## config.mk

```make
export PLATFORM = sky130hd
export DESIGN_NAME = lft_reader
export DESIGN_NICKNAME = d
export VERILOG_FILES = /design/src/rtl/lft_pkg.sv /design/src/rtl/lft_sync.sv /design/src/rtl/lft_counter.sv /design/src/rtl/lft_regs.sv /design/src/rtl/lft_reader.sv
export SDC_FILE = /design/constraint.sdc
export NUM_CORES = 1
export LEC_CHECK = 0
export ABC_AREA = 1
export CAP_MARGIN = 20
export CORE_UTILIZATION = 60
export DETAILED_ROUTE_END_ITERATION = 12
export PLACE_DENSITY = 0.8
export SLEW_MARGIN = 25
export SYNTH_ARGS = -nofsm -noshare
export SYNTH_HDL_FRONTEND = slang
export SYNTH_HIERARCHICAL = 1
export SYNTH_SLANG_ARGS = --single-unit
```

## constraint.sdc

```tcl
create_clock -name clk -period 1.5 [get_ports clk]
set_input_delay 0.225 -clock clk [delete_from_list [all_inputs] [get_ports clk]]
set_output_delay 0.225 -clock clk [all_outputs]
set_load 0.05 [all_outputs]
```

## src/rtl/lft_pkg.sv

```systemverilog
package lft_pkg;
  localparam int STAT_LVL_BIT   = 0;
  localparam int STAT_STALE_BIT = 1;

  // Add one within a width of w bits (wraps to zero)
  function automatic logic [31:0] wrap_inc(input logic [31:0] v, input int unsigned w);
    logic [31:0] mask;
    mask = (w >= 32) ? 32'hFFFF_FFFF : ((32'd1 << w) - 32'd1);
    return (v + 32'd1) & mask;
  endfunction

  // Pick byte idx (of width bw) out of v
  function automatic logic [7:0] byte_of(input logic [31:0] v, input int unsigned idx,
                                         input int unsigned bw);
    logic [31:0] s;
    s = v >> (idx * bw);
    return s[7:0];
  endfunction
endpackage

```

## src/rtl/lft_sync.sv

```systemverilog
module lft_sync #(
  parameter int STAGES = 2
) (
  input  logic clk,
  input  logic rst_n,
  input  logic async_in,
  output logic level_o,
  output logic rise_o
);
  localparam int CHAIN_W = STAGES + 1;

  logic [CHAIN_W-1:0] chain;

  always_ff @(posedge clk) begin
    if (!rst_n) chain <= '0;
    else        chain <= {chain[CHAIN_W-2:0], async_in};
  end

  assign level_o = chain[STAGES-1];
  assign rise_o  = chain[STAGES-1] & ~chain[STAGES];
endmodule

```

## src/rtl/lft_counter.sv

```systemverilog
module lft_counter #(
  parameter int               W         = 24,
  parameter logic [W-1:0]     START_VAL = '0
) (
  input  logic         clk,
  input  logic         rst_n,
  input  logic         rise,
  input  logic         resume,
  output logic [W-1:0] cnt_o,
  output logic [W-1:0] vis_o,
  output logic         stale_o
);
  import lft_pkg::*;

  logic [W-1:0] cnt_q, vis_q, cnt_n, inc_v;
  logic         stale_q, stale_n;
  logic [31:0]  inc_w;

  always_comb begin
    inc_w   = wrap_inc(32'(cnt_q), W);
    inc_v   = inc_w[W-1:0];
    cnt_n   = rise ? inc_v : cnt_q;
    if (resume)    stale_n = 1'b1;
    else if (rise) stale_n = 1'b0;
    else           stale_n = stale_q;
  end

  always_ff @(posedge clk) begin
    if (!rst_n) begin
      cnt_q   <= START_VAL;
      vis_q   <= START_VAL;
      stale_q <= 1'b0;
    end else begin
      cnt_q   <= cnt_n;
      stale_q <= stale_n;
      if (!stale_n) vis_q <= cnt_n;
    end
  end

  assign cnt_o   = cnt_q;
  assign vis_o   = vis_q;
  assign stale_o = stale_q;
endmodule

```

## src/rtl/lft_regs.sv

```systemverilog
module lft_regs #(
  parameter int W      = 24,
  parameter int BW     = 8,
  parameter int ADDR_W = 2,
  parameter logic [W-1:0] START_VAL = '0
) (
  input  logic              clk,
  input  logic              rst_n,
  input  logic [W-1:0]      vis,
  input  logic              stale,
  input  logic              lvl,
  input  logic              rd_en,
  input  logic [ADDR_W-1:0] rd_addr,
  output logic [BW-1:0]     rd_data,
  output logic [W-1:0]      snap_o
);
  import lft_pkg::*;

  localparam int NB = W / BW;

  logic [W-1:0]  snap_q;
  logic [BW-1:0] snap_byte [NB];
  logic [BW-1:0] status_b;
  logic [BW-1:0] rd_mux;

  for (genvar b = 0; b < NB; b++) begin : g_bytes
    assign snap_byte[b] = snap_q[b*BW +: BW];
  end

  always_comb begin
    status_b                 = '0;
    status_b[STAT_LVL_BIT]   = lvl;
    status_b[STAT_STALE_BIT] = stale;
  end

  always_comb begin
    rd_mux = '0;
    if (rd_addr == '0) begin
      rd_mux = vis[BW-1:0];
    end else if (32'(rd_addr) == NB) begin
      rd_mux = status_b;
    end else begin
      for (int b = 1; b < NB; b++)
        if (32'(rd_addr) == b) rd_mux = snap_byte[b];
    end
  end

  always_ff @(posedge clk) begin
    if (!rst_n) begin
      snap_q  <= START_VAL;
      rd_data <= '0;
    end else if (rd_en) begin
      rd_data <= rd_mux;
      if (rd_addr == '0) snap_q <= vis;
    end
  end

  assign snap_o = snap_q;
endmodule

```

## src/rtl/lft_reader.sv

```systemverilog
module lft_reader #(
  parameter int           CNT_W       = 24,
  parameter int           BYTE_W      = 8,
  parameter int           SYNC_STAGES = 2,
  parameter int           ADDR_W      = $clog2(CNT_W / BYTE_W + 1),
  parameter logic [CNT_W-1:0] START_VAL = '0
) (
  input  logic              clk,
  input  logic              rst_n,
  input  logic              slow_clk,
  input  logic              resume,
  input  logic              rd_en,
  input  logic [ADDR_W-1:0] rd_addr,
  output logic [BYTE_W-1:0] rd_data,
  output logic              slow_lvl,
  output logic              stale
);
  logic             rise_evt;
  logic [CNT_W-1:0] cnt_q, vis_q, snap_q;

  lft_sync #(.STAGES(SYNC_STAGES)) u_sync (
    .clk(clk), .rst_n(rst_n), .async_in(slow_clk),
    .level_o(slow_lvl), .rise_o(rise_evt)
  );

  lft_counter #(.W(CNT_W), .START_VAL(START_VAL)) u_cnt (
    .clk(clk), .rst_n(rst_n), .rise(rise_evt), .resume(resume),
    .cnt_o(cnt_q), .vis_o(vis_q), .stale_o(stale)
  );

  lft_regs #(.W(CNT_W), .BW(BYTE_W), .ADDR_W(ADDR_W), .START_VAL(START_VAL)) u_regs (
    .clk(clk), .rst_n(rst_n), .vis(vis_q), .stale(stale), .lvl(slow_lvl),
    .rd_en(rd_en), .rd_addr(rd_addr), .rd_data(rd_data), .snap_o(snap_q)
  );
endmodule

```

==> run metrics <==
Overflow after GRT 0; Port Buffers 16; first-pass GRT wire length 12800 um; Worst-Margin Slew 467 ps; Antenna diodes 0; Final Cycle Share 107%; failing checks negative setup slack; area grow syn2layout 23.0%; Critical R2R Capture u_cnt/cnt_o[14]$_SDFF_PN0_; Horiz. Die Dim 76.6 um; clk sinks 76; Initial DRC Count 272; Worst Path Arrival 1900 ps; synthesized net count 471; final hold vios 0; Reg clk slew, reported paths 80 ps; power density over the cells 993 nW/um^2; largest net degree at the start of global routing 30; status complete, but fails checks; worst hold-check path type register to register; deepest clock path buffer count 2; # hold bufs at CTS 0; Layout Skew 5.31 ps; slowest stage cell, crit path dfxtp_4; RSZ-0062 raised after global routing yes; Leakage 1.71 nW; Slew Limit Fails 0; CP Launch Type register; min cycle time layout 1610 ps; worst-path cell chain inv_2, nor2_4, nand2_2, nor2_4, nand2_4, nor2_4, nand2_1, nand2_1, nand2_2, nor2_2; Fmax achieved 621 MHz; Setup WS pre-CTS -113 ps; clock root buffer clkbuf_8; H-tree level count 3; synth warn 6; RePlAce Congestion 0.823; Post-Syn Area approximately 3300 sq um; Detailed Routing Iterations Pass 1 5; R2R depth 10; die area 5860 sq um; hpwl dp ~5400 um; Total Wirelength 8280 um; clock latency on the worst-skew pair 350 ps; Total GRT Usage 27.9%; Worst R2R Start u_sync/chain[1]$_SDFF_PN0_; r2r setup slk -110 ps; Worst Path Required 1790 ps; cell count of the worst hold path 2; Buf+Inv Stages, Crit Path 1; Avg WL per Cell roughly 14 um; Worst Setup EP u_cnt/cnt_o[14]$_SDFF_PN0_; initial antenna violation count 0; CP Max Fanout 5; CP Depth 10; Crit path top cell by count nor2_4; layout cells sized above 1 24.4%; Antenna Nets Post-Route 0; critical path startpoint u_sync/chain[1]$_SDFF_PN0_; vias 3123; via-per-instance ratio 5.39; Initial Util 63.7%; largest delay contributor family on the critical path simple AND/OR/NAND/NOR gates; Core Util, Final between 70% and 80%; Slew HR 68.7%; final worst slack -109 ps; total CTS buffers 9; Final Setup Violations 26; Max rail drop VDD roughly 0.79 mV; num rows 26; maxcap violations 0; Syn Inst Count ~460; type of the worst setup path register to register; core area 5240 sq um; Die H around 77 um; # nets final 512; Crit path largest cell delay 350 ps; Critical Path End Type register; CTS tree done; IO Count 17; Mapped Avg Cell Area 7.21 sq um; vias in the first global route 2850; Remaining DRCs 0
per-layer routing:
layer | share of wire [%] | vias to the layer above | global-route usage [%]
met1 | 43 | 1486 | 35.5
met4 | 2.2 | 0 | 9.62
li1 | - | 1527 | -
met5 | 0 | - | 0
met3 | 4.8 | 20 | 6.11
met2 | 50 | 90 | 46.6
per-stage QoR:
step | setup TNS (ps) | total power (W) | hold WS (ps) | cell area [sq um] | std cells
2_1_floorplan | 0 | 0.00239 | 318 | 3350 | 463
3_3_place_gp | -1090 | 0.00249 | 395 | 3630 | 554
3_5_place_dp | -1720 | 0.00249 | 408 | 3630 | 554
4_1_cts | -28.8 | 0.00406 | 421 | 3880 | 574
5_1_grt | -4100 | 0.00421 | 439 | 4110 | 579
6_report | -1310 | 0.00408 | 413 | 4110 | 579
layout by cell type, fill, tap and decap left out, types with 2 or more instances in the layout:
cell and n:
a21oi_1 12, a21oi_2 10, buf_4 35, buf_6 2
clkbuf_8 10, clkdlybuf4s50_1 6, clkinvlp_4 3, dfxtp_1 73
dfxtp_2 2, inv_1 50, inv_2 6, nand2_1 98
nand2_2 14, nand2_4 2, nand3_1 20, nand3_2 6
nand3_4 2, nand4_1 6, nor2_1 72, nor2_2 5
nor2_4 11, o211ai_1 2, o21ai_0 24, o21ai_1 10
o21ai_2 4, o21bai_1 2, o22a_1 2, xor2_1 5
xor2_2 4
layout make-up:
type	count	area (sq um)
multi-input cells	315	1690
flip-flops and latches	76	1530
fillers	382	1130
repair buffers	45	380
inverters	57	214
clock buffers	11	141
well taps	70	87.6
clock inverters	5	61.3
worst min-delay path, cell delays in order (launching register included):
cell and delay (ps):
dfxtp_1 300, nand2_1 50, inv_1 30
worst min-delay path by stage:
stage	from	end	slack, ps
after floorplan	rst_n	u_sync/chain[1]$_SDFF_PN0_	320
after global placement	u_sync/chain[0]$_SDFF_PN0_	u_sync/chain[1]$_SDFF_PN0_	400
after detailed placement	u_sync/chain[0]$_SDFF_PN0_	u_sync/chain[1]$_SDFF_PN0_	410
after CTS	u_sync/chain[0]$_SDFF_PN0_	u_sync/chain[1]$_SDFF_PN0_	420
after global routing	slow_clk	u_sync/chain[0]$_SDFF_PN0_	440
final	u_sync/chain[0]$_SDFF_PN0_	u_sync/chain[1]$_SDFF_PN0_	410
timing repair:
action / 4_1_cts / 5_1_grt
resized for setup: 6 / 53
pin swaps: 5 / 13
setup buffers: 4 / 5
setup endpoints to repair: 10 / 36
power by group:
part	switching, W	internal (W)	total (W)
Combinational	0.000223	0.000133	0.000357
Clock	0.000775	0.000817	0.00159
Sequential	0.0000414	0.00209	0.00213
Total	0.00104	0.00304	0.00408
flip-flops by register name, summed over array words and instances (netlist names):
register	count
u_regs/snap_o	16
u_regs/rd_data	8
u_cnt/stale_o	1
u_sync/chain	3
u_cnt/vis_o	24
u_cnt/cnt_o	24
Note: power is estimated with default switching activity, not from simulation.
